<file path="config.mk">
export PLATFORM = sky130hd
export DESIGN_NAME = flash_cmd_decoder
export DESIGN_NICKNAME = d
export VERILOG_FILES = /design/src/rtl/flash_cmd_pkg.sv /design/src/rtl/fcd_rst_sync.sv /design/src/rtl/fcd_busy_timer.sv /design/src/rtl/fcd_susp_map.sv /design/src/rtl/fcd_seq_fsm.sv /design/src/rtl/flash_cmd_decoder.sv
export SDC_FILE = /design/constraint.sdc
export NUM_CORES = 1
export LEC_CHECK = 0
export ABC_AREA = 0
export CAP_MARGIN = 25
export CELL_PAD_IN_SITES_DETAIL_PLACEMENT = 0
export CELL_PAD_IN_SITES_GLOBAL_PLACEMENT = 1
export CORE_MARGIN = 3
export CORE_UTILIZATION = 43
export DETAILED_ROUTE_END_ITERATION = 7
export PLACE_DENSITY_LB_ADDON = 0.1
export SYNTH_ARGS = -nofsm -noshare
export SYNTH_HDL_FRONTEND = slang
export SYNTH_SLANG_ARGS = --single-unit
</file>
<file path="constraint.sdc">
create_clock -name clk -period 4.33 [get_ports clk]
set_input_delay 0.866 -clock clk [delete_from_list [all_inputs] [get_ports clk]]
set_output_delay 0.866 -clock clk [all_outputs]
set_load 0.1 [all_outputs]
</file>
<file path="src/rtl/flash_cmd_pkg.sv">
package flash_cmd_pkg;
  typedef enum logic [3:0] {
    ST_IDLE, ST_UL1, ST_UL2, ST_PDATA, ST_ESETUP, ST_EUL1, ST_EUL2,
    ST_AUTOSEL, ST_PBUSY, ST_EBUSY, ST_FAULT
  } fsm_st_t;

  typedef enum logic [2:0] {
    MODE_READ = 3'd0, MODE_SEQ = 3'd1, MODE_AUTO = 3'd2, MODE_PROG = 3'd3,
    MODE_ERASE = 3'd4, MODE_SUSP = 3'd5, MODE_FAULT = 3'd6
  } mode_t;

  localparam logic [7:0] CMD_KEY1   = 8'hAA;
  localparam logic [7:0] CMD_KEY2   = 8'h55;
  localparam logic [7:0] CMD_PROG   = 8'hA0;
  localparam logic [7:0] CMD_ESETUP = 8'h80;
  localparam logic [7:0] CMD_AUTO   = 8'h90;
  localparam logic [7:0] CMD_SECT   = 8'h30;
  localparam logic [7:0] CMD_CHIP   = 8'h10;
  localparam logic [7:0] CMD_SUSP   = 8'hB0;
  localparam logic [7:0] CMD_RESET  = 8'hF0;
  localparam int         KEY_AW     = 11;
  localparam logic [KEY_AW-1:0] ADDR_K1 = 11'h555;
  localparam logic [KEY_AW-1:0] ADDR_K2 = 11'h2AA;
endpackage

</file>
<file path="src/rtl/fcd_rst_sync.sv">
module fcd_rst_sync (
  input  logic clk,
  input  logic rst_n,
  output logic rst_sync_n
);
  logic [1:0] sh_q;

  always_ff @(posedge clk or negedge rst_n) begin
    if (!rst_n) sh_q <= 2'b00;
    else        sh_q <= {sh_q[0], 1'b1};
  end

  assign rst_sync_n = sh_q[1];
endmodule

</file>
<file path="src/rtl/fcd_busy_timer.sv">
module fcd_busy_timer #(
  parameter int N = 8,
  localparam int CW = (N > 1) ? $clog2(N) : 1
) (
  input  logic clk,
  input  logic rst_n,
  input  logic load,
  input  logic run,
  output logic last
);
  logic [CW-1:0] cnt_q, cnt_n;

  always_comb begin
    cnt_n = cnt_q;
    if (load)                   cnt_n = CW'(N - 1);
    else if (run && cnt_q != '0) cnt_n = cnt_q - 1'b1;
  end

  always_ff @(posedge clk or negedge rst_n) begin
    if (!rst_n) cnt_q <= '0;
    else        cnt_q <= cnt_n;
  end

  assign last = (cnt_q == '0);

  assert_cnt_range_R5: assert property (@(posedge clk) disable iff (!rst_n)
    cnt_q <= CW'(N - 1));
endmodule

</file>
<file path="src/rtl/fcd_susp_map.sv">
module fcd_susp_map #(
  parameter int NSECT = 8,
  localparam int SW = $clog2(NSECT)
) (
  input  logic          clk,
  input  logic          rst_n,
  input  logic          erase_start,
  input  logic          erase_chip,
  input  logic [SW-1:0] wr_sector,
  input  logic          susp_set,
  input  logic          susp_clr,
  input  logic [SW-1:0] rd_sector,
  output logic          any_susp,
  output logic          rd_hit
);
  logic [NSECT-1:0] tgt_q, tgt_n, flg_q, flg_n, dec;

  for (genvar g = 0; g < NSECT; g++) begin : g_dec
    assign dec[g] = erase_chip || (wr_sector == SW'(g));
  end

  always_comb begin
    tgt_n = tgt_q;
    flg_n = flg_q;
    if (erase_start) tgt_n = dec;
    if (susp_set)      flg_n = tgt_q;
    else if (susp_clr) flg_n = '0;
  end

  always_ff @(posedge clk or negedge rst_n) begin
    if (!rst_n) begin
      tgt_q <= '0;
      flg_q <= '0;
    end else begin
      tgt_q <= tgt_n;
      flg_q <= flg_n;
    end
  end

  assign any_susp = |flg_q;
  assign rd_hit   = flg_q[rd_sector];

  assert_flags_hold_R7: assert property (@(posedge clk) disable iff (!rst_n)
    (!susp_set && flg_q == '0) |=> flg_q == '0);
endmodule

</file>
<file path="src/rtl/fcd_seq_fsm.sv">
module fcd_seq_fsm
  import flash_cmd_pkg::*;
(
  input  logic              clk,
  input  logic              rst_n,
  input  logic              wr_en,
  input  logic [KEY_AW-1:0] wr_key,
  input  logic [7:0]        wr_data,
  input  logic              force_timeout,
  input  logic              suspended,
  input  logic              prog_last,
  input  logic              erase_last,
  output fsm_st_t           state,
  output logic              prog_load,
  output logic              erase_load,
  output logic              erase_chip,
  output logic              susp_set,
  output logic              susp_clr
);
  fsm_st_t st_q, st_n;
  logic is_rst, k1, k2, at_k1;

  assign is_rst = wr_en && (wr_data == CMD_RESET);
  assign at_k1  = (wr_key == ADDR_K1);
  assign k1     = wr_en && (wr_data == CMD_KEY1) && at_k1;
  assign k2     = wr_en && (wr_data == CMD_KEY2) && (wr_key == ADDR_K2);

  always_comb begin
    st_n       = st_q;
    prog_load  = 1'b0;
    erase_load = 1'b0;
    erase_chip = 1'b0;
    susp_set   = 1'b0;
    susp_clr   = 1'b0;
    if (is_rst) begin
      st_n = ST_IDLE;
    end else begin
      case (st_q)
        ST_IDLE: if (wr_en) begin
          if (k1) st_n = ST_UL1;
          else if (wr_data == CMD_SECT && suspended) begin
            st_n     = ST_EBUSY;
            susp_clr = 1'b1;
          end
        end
        ST_UL1:    if (wr_en) st_n = k2 ? ST_UL2 : ST_IDLE;
        ST_UL2: if (wr_en) begin
          st_n = ST_IDLE;
          if (at_k1 && wr_data == CMD_PROG)                    st_n = ST_PDATA;
          else if (at_k1 && wr_data == CMD_AUTO)               st_n = ST_AUTOSEL;
          else if (at_k1 && wr_data == CMD_ESETUP && !suspended) st_n = ST_ESETUP;
        end
        ST_PDATA: if (wr_en) begin
          st_n      = ST_PBUSY;
          prog_load = 1'b1;
        end
        ST_ESETUP: if (wr_en) st_n = k1 ? ST_EUL1 : ST_IDLE;
        ST_EUL1:   if (wr_en) st_n = k2 ? ST_EUL2 : ST_IDLE;
        ST_EUL2: if (wr_en) begin
          st_n = ST_IDLE;
          if (wr_data == CMD_SECT) begin
            st_n       = ST_EBUSY;
            erase_load = 1'b1;
          end else if (wr_data == CMD_CHIP && at_k1) begin
            st_n       = ST_EBUSY;
            erase_load = 1'b1;
            erase_chip = 1'b1;
          end
        end
        ST_PBUSY: begin
          if (force_timeout)  st_n = ST_FAULT;
          else if (prog_last) st_n = ST_IDLE;
        end
        ST_EBUSY: begin
          if (force_timeout)   st_n = ST_FAULT;
          else if (erase_last) st_n = ST_IDLE;
          else if (wr_en && wr_data == CMD_SUSP) begin
            st_n     = ST_IDLE;
            susp_set = 1'b1;
          end
        end
        default: st_n = st_q;
      endcase
    end
  end

  always_ff @(posedge clk or negedge rst_n) begin
    if (!rst_n) st_q <= ST_IDLE;
    else        st_q <= st_n;
  end

  assign state = st_q;

  assert_reset_cmd_R4: assert property (@(posedge clk) disable iff (!rst_n)
    (wr_en && wr_data == CMD_RESET) |=> st_q == ST_IDLE);
  assert_fault_sticky_R9: assert property (@(posedge clk) disable iff (!rst_n)
    (st_q == ST_FAULT && !(wr_en && wr_data == CMD_RESET)) |=> st_q == ST_FAULT);
  assert_auto_sticky_R10: assert property (@(posedge clk) disable iff (!rst_n)
    (st_q == ST_AUTOSEL && !(wr_en && wr_data == CMD_RESET)) |=> st_q == ST_AUTOSEL);
endmodule

</file>
<file path="src/rtl/flash_cmd_decoder.sv">
module flash_cmd_decoder
  import flash_cmd_pkg::*;
#(
  parameter int AW           = 12,
  parameter int NSECT        = 8,
  parameter int PROG_CYCLES  = 8,
  parameter int ERASE_CYCLES = 64,
  localparam int SW = $clog2(NSECT)
) (
  input  logic          clk,
  input  logic          rst_n,
  input  logic          wr_en,
  input  logic [AW-1:0] wr_addr,
  input  logic [7:0]    wr_data,
  input  logic [SW-1:0] rd_sector,
  input  logic          force_timeout,
  output logic [2:0]    mode_o,
  output logic [7:0]    status_o,
  output logic          rd_status_o
);
  logic    rst_i_n;
  fsm_st_t state;
  logic    prog_load, erase_load, erase_chip, susp_set, susp_clr;
  logic    prog_last, erase_last, any_susp, rd_hit;
  logic    busy_p, busy_e, fault;
  mode_t   mode;

  fcd_rst_sync u_rst (.clk(clk), .rst_n(rst_n), .rst_sync_n(rst_i_n));

  fcd_seq_fsm u_fsm (
    .clk(clk), .rst_n(rst_i_n), .wr_en(wr_en), .wr_key(wr_addr[KEY_AW-1:0]),
    .wr_data(wr_data), .force_timeout(force_timeout), .suspended(any_susp),
    .prog_last(prog_last), .erase_last(erase_last), .state(state),
    .prog_load(prog_load), .erase_load(erase_load), .erase_chip(erase_chip),
    .susp_set(susp_set), .susp_clr(susp_clr)
  );

  fcd_busy_timer #(.N(PROG_CYCLES)) u_ptmr (
    .clk(clk), .rst_n(rst_i_n), .load(prog_load), .run(busy_p), .last(prog_last)
  );

  fcd_busy_timer #(.N(ERASE_CYCLES)) u_etmr (
    .clk(clk), .rst_n(rst_i_n), .load(erase_load), .run(busy_e), .last(erase_last)
  );

  fcd_susp_map #(.NSECT(NSECT)) u_susp (
    .clk(clk), .rst_n(rst_i_n), .erase_start(erase_load), .erase_chip(erase_chip),
    .wr_sector(wr_addr[AW-1 -: SW]), .susp_set(susp_set), .susp_clr(susp_clr),
    .rd_sector(rd_sector), .any_susp(any_susp), .rd_hit(rd_hit)
  );

  assign busy_p = (state == ST_PBUSY);
  assign busy_e = (state == ST_EBUSY);
  assign fault  = (state == ST_FAULT);

  always_comb begin
    case (state)
      ST_IDLE:    mode = any_susp ? MODE_SUSP : MODE_READ;
      ST_AUTOSEL: mode = MODE_AUTO;
      ST_PBUSY:   mode = MODE_PROG;
      ST_EBUSY:   mode = MODE_ERASE;
      ST_FAULT:   mode = MODE_FAULT;
      default:    mode = MODE_SEQ;
    endcase
  end

  assign mode_o      = mode;
  assign status_o    = {!(busy_p || busy_e), 1'b0, fault, 1'b0, busy_e, any_susp, 2'b00};
  assign rd_status_o = busy_p || busy_e || fault || rd_hit;

  assert_prog_ends_idle_R5: assert property (@(posedge clk) disable iff (!rst_i_n)
    (busy_p && !force_timeout && prog_last) |=> (mode_o == MODE_READ || mode_o == MODE_SUSP));
endmodule

</file>
Word level (Yosys, flattened, before mapping) --
Index checks and enable logic that the tools add are counted.
Word-level totals: output and inout bits 12, input port bits 27, register bits after elaboration 31
Cells by class: add/subtract/negate cells 2, eq/ne operators 38, magnitude comparators 1, reductions and logical operators 39, muxes and demuxes 56
Operator list (count):
- two-way mux 4 bit | 19
- == test 8 bit (second input constant) | 6
- case mux 4 bit (9 select lines) | 1
- two-way mux 1 bit | 23
- inequality test 3 x 2 -> 1 bit (second input constant) | 7
- two-way mux 3 bit | 6
- == test 4 x 3 -> 1 bit (second input constant) | 4
- two-way mux 8 bit | 2
- case mux 3 bit (5 select lines) | 1
- logical AND 1 bit | 14
- == test 3 bit (second input constant) | 4
- == test 4 bit (second input constant) | 3
- two-way mux 6 bit | 2
- == test 11 x 10 -> 1 bit (second input constant) | 1
- == test 11 bit (second input constant) | 1
- logical OR 1 bit | 11
- AND reduction 11 bit | 1
- nonzero test 10 bit | 1
- == test 4 x 2 -> 1 bit (second input constant) | 2
- == test 8 x 5 -> 1 bit (second input constant) | 1
- == test 8 x 6 -> 1 bit (second input constant) | 1
- == test 8 x 7 -> 1 bit (second input constant) | 1
- OR reduction 8 bit | 1
- == test 3 x 2 -> 1 bit (second input constant) | 2
- 17 further kinds | 21

Logic depth before layout (Yosys ltp) --
depth in word-level cells 9, gate-level depth with buffers 9

Cells and area by module --
From an unflattened synthesis, not the netlist that was laid out.
Unflattened totals: cells, all modules 252, area, all modules 2232.1 µm²
By module, submodules not included:
- fcd_susp_map | times used 1, area an instance 757.0 µm², cells each 74, seq. area each 400.4 µm²
- fcd_seq_fsm | times used 1, area an instance 649.4 µm², cells each 87, seq. area each 100.1 µm²
- fcd_busy_timer at u_etmr | times used 1, area an instance 387.9 µm², cells each 40, seq. area each 150.1 µm²
- flash_cmd_decoder | times used 1, area an instance 200.2 µm², cells each 31, seq. area each 0.0 µm²
- fcd_busy_timer at u_ptmr | times used 1, area an instance 183.9 µm², cells each 17, seq. area each 75.1 µm²
- fcd_rst_sync | times used 1, area an instance 53.8 µm², cells each 3, seq. area each 50.0 µm²

Worst setup path before layout --
OpenSTA, ideal clock, no wires.
path type reg-to-output, from reg u_fsm.st_q[1] (netlist: u_fsm.state[1]), to out mode_o[0], setup slack 1.156 ns, data arrival time 2.308 ns, required time 3.464 ns, cell stages (with the launch flop) 8, cell sequence dfrtp_1 buf_2 nor2_1 nand2_1 o21ai_0 nand2_1 o31ai_1 nand2_1
On the way: cells in the longest elaborated chain, start to end 2, elaborated cells on any way between the ends 6, classes of those cells 4 x eq/ne; 1 x mux; 1 x reduce/logical
Ends and longest elaborated chain:
- start: declaration | line fcd_seq_fsm.sv:20 | fsm_st_t st_q, st_n;
- start signal: assignment | line fcd_seq_fsm.sv:89 | else st_q <= st_n;
- == test 4 bit (tied with other cells) | line flash_cmd_decoder.sv:57 | case (state)
- case mux 3 bit (5 select lines) * | line flash_cmd_decoder.sv:57
- end: declaration | line flash_cmd_decoder.sv:17 | output logic [2:0] mode_o,
Every way passes the cells marked *; elsewhere a longest branch is shown, timed or not.

Worst setup path after layout --
from in rd_sector[1], to out rd_status_o
On the way: cells in the longest elaborated chain, start to end 3
Ends and longest elaborated chain:
- start: declaration | line flash_cmd_decoder.sv:15 | input logic [SW-1:0] rd_sector,
- binary-select mux 1 bit (select 3 bit) | line fcd_susp_map.sv:41 | assign rd_hit = flg_q[rd_sector];
- two-way mux 1 bit (implied by the code) | line fcd_susp_map.sv:41
- logical OR 1 bit | line flash_cmd_decoder.sv:69 | assign rd_status_o = busy_p || busy_e || fault || rd_hit;
- end: declaration | line flash_cmd_decoder.sv:19 | output logic rd_status_o
No other way between the ends. The select of a mux whose other input is x is not followed.

==> metrics.md <==
| Metric | Value |
|---|---|
| Max Buffers Root-to-Sink | 2 |
| Ys flop type | dfrtp_1 |
| Crit end category | primary output |
| FILL cells | 446 |
| Nets | 277 |
| Slew Limit Fails | 0 |
| Reg-to-reg slack, setup | 2050 ps |
| I/O pin total | 39 |
| Die footprint | 5830 um^2 |
| Number of synthesized register bits | 31 |
| GR Util All Layers | 16.5% |
| Cts repair resizes | 0 |
| Routed len/inst | 14.8 um |
| PD cells | 528 nW/um^2 |
| Share of layout cells above drive strength 1 | 15.7% |
| Worst-path clk slew | 60 ps |
| CP startpoint kind | input pin |
| Leak | 1.05 nW |
| Sequential cell area | 776 um^2 |
| Mapped Area | 2130 um^2 |
| Hpwl dp | 3670 um |
| Relative slew slack | 35.2% |
| Worst reg2reg path startpoint | u_fsm.state[1] |
| Syn avg cell area | 9.76 um^2 |
| Worst r2r dst | u_susp.flg_q[2] |
| Grt total ovfl | 0 |
| Critical Path Start | rd_sector[1] |
| H-tree levels | 2 |
| Critical Path AT | 2520 ps |
| # diodes | 0 |
| Setup TNS | 0 ps |
| DRC viols | 0 |
| Max FO, Critical Path | 2 |
| CP Capture Point | rd_status_o |
| Fin cells | 313 |
| Multi-input combinational cell area | 1210 um^2 |
| VDD IR max | 0.500 mV |
| Routed WL | 4630 um |
| Synth area leaders | dfrtp_1 (36%), nand2_1 (4.9%), mux2_2 (4.2%) |
| Mapped Cells | 218 |
| Post-synthesis sequential area ratio | 36.5% |
| EDFF count, synth | 0 |
| Yosys top cell area share | 36.5% |
| Worst EP required | 3460 ps |
| Outcome | complete, no violations |
| Final period utilization | 78.2% |
| Pin count of the biggest net entering global routing | 27 |
| Row cnt | 24 |
| CP Cell Sequence | clkdlybuf4s50_1 -> mux4_2 -> nor2b_1 -> a211o_1 -> buf_4 |
| Total CTS buffers | 5 |
| CTS tree | built |
| Die Y | 76.3 um |
| Critical path class | input pin to primary output |
| Slowest cell on the critical path | clkdlybuf4s50_1 |
| Vias in the first global route | 1,652 |
| Clock skew | 7.82 ps |
| Largest area contributor in the netlist | dfrtp_1 |
| Routed vias/inst | 5.48 |
| YS warnings | 0 |
| Post-DRT Antenna Nets | 0 |
| Iter 0 DRT Violations | 53 |
| Vias post-DR | 1,715 |
| Final setup fails | 0 |
| R2R depth | 5 |
| Maximum clock frequency | 295 MHz |
| Most frequent cells in the layout | clkdlybuf4s50_1 (31), dfrtp_1 (31), nand2_1 (28) |
| Worst-skew pair later-pin latency | 270 ps |
| Synth unique cells | 61 |
| Root Driver | clkbuf_8 |
| Clock sink count | 31 |
| Final Hold Viols | 0 |
| Total power draw | 0.00133 W |
| Cts hold-fix bufs | 0 |
| Layout area overhead | 18.5% |
| Placed insts | 305 |
| CORE AREA | 4560 um^2 |
| Post-route minimum period | 3390 ps |
| DP Area | 2440 um^2 |
| MaxCap Viol Count | 0 |
| Initial antenna violation count | 0 |
| IO Port Bufs | 34 |
| Worst slew pin tran | 969 ps |
| Drt pass-1 iters | 4 |
| Initial Util | 46.6% |
| Asr flop ratio synth | 100% |
| First-pass GRT wire length | 8040 um |
| Die Width | 76.3 um |
| Postcts setup bufs | 0 |
| Gpl congestion | 0.780 |
| RSZ-0062 raised after global routing | false |
| Slowest stage delay, CP | 530 ps |
| Hold Path Class | flip-flop to asynchronous set/reset pin |
| Fin area | 2520 um^2 |
[cells in the mapped netlist (all sizes together) (4+ instances only)]
library cell  number
dfrtp             31
nand2             28
buf               15
nor3              10
inv                9
nor2               9
o21ai              9
a22o               8
mux2               8
nand3              8
nor4               8
nand2b             7
nor3b              4
o31ai              4
xnor2              4
xor2               4
[cells by family after synthesis]
family,count (synthesis),synth area share (%)
simple gates,98,29.2
compound gates,41,15.3
flops,31,36.5
buf+inv,25,7.29
mux,10,6.35
xor+xnor,8,3.29
fa+ha+maj,3,1.76
other cells,2,0.353
[state kept, by name, indices dropped and copies added, names as in the netlist]
register,cells
u_rst.sh_q,2
u_ptmr.cnt_q,3
u_susp.tgt_q,8
u_etmr.cnt_q,6
u_fsm.state,4
u_susp.flg_q,8
[how the worst min path moves through the flow]
stage                           end  slack [ps]  cells after the start
floorplan             u_rst.sh_q[1]         330                      0
global placement    u_susp.tgt_q[3]          50                      0
detailed placement  u_susp.tgt_q[7]          50                      0
CTS                 u_susp.tgt_q[3]          60                      0
global route        u_susp.tgt_q[7]          70                      0
finish              u_susp.tgt_q[7]          50                      0
[worst max-delay path: cells and delay by family]
family | cells | cell delay, ps
and+or+nand+nor | 1 | 140
buffers and inverters | 2 | 760
muxes | 1 | 500
AOI/OAI and AO/OA | 1 | 260
[stage by stage]
| stage | worst slack, ps | utilization, % | hold slack, ps |
|---|---|---|---|
| 6_report | 944 | 55.2 | 52.6 |
| 5_1_grt | 874 | 55.2 | 74.7 |
| 3_5_place_dp | 939 | 53.4 | 52.1 |
| 3_3_place_gp | 962 | 53.4 | 50.1 |
| 4_1_cts | 935 | 55.2 | 58.2 |
| 2_1_floorplan | 1160 | - | 331 |
[area by class of cell]
type                    instances  share of cell area (%)
multi-input cells             165                    47.9
inverters                       9                    1.34
flip-flops and latches         31                    30.8
clock buffers                   7                    3.03
repair buffers                 35                    13.5
clock inverters                 1                   0.199
well taps                      65                    3.23
[layer usage]
metal  global-route usage, %  vias to the layer above  part of all wire, %  wire length [um]
met4                    2.17                        0                 0.13                 6
met2                    25.6                       53                   45              2070
met1                    24.2                      813                   50              2290
li1                        -                      847                    -                 -
met3                    3.90                        2                  5.4               252
met5                       0                        -                    0                 0
[power by group]
part / internal, W / switching [W] / total [W]
clock: 0.000113 / 0.0000989 / 0.000211
sequential: 0.000338 / 0.0000699 / 0.000408
combinational: 0.000233 / 0.000478 / 0.000711
total: 0.000684 / 0.000647 / 0.00133
(Power assumes the default switching activity.)
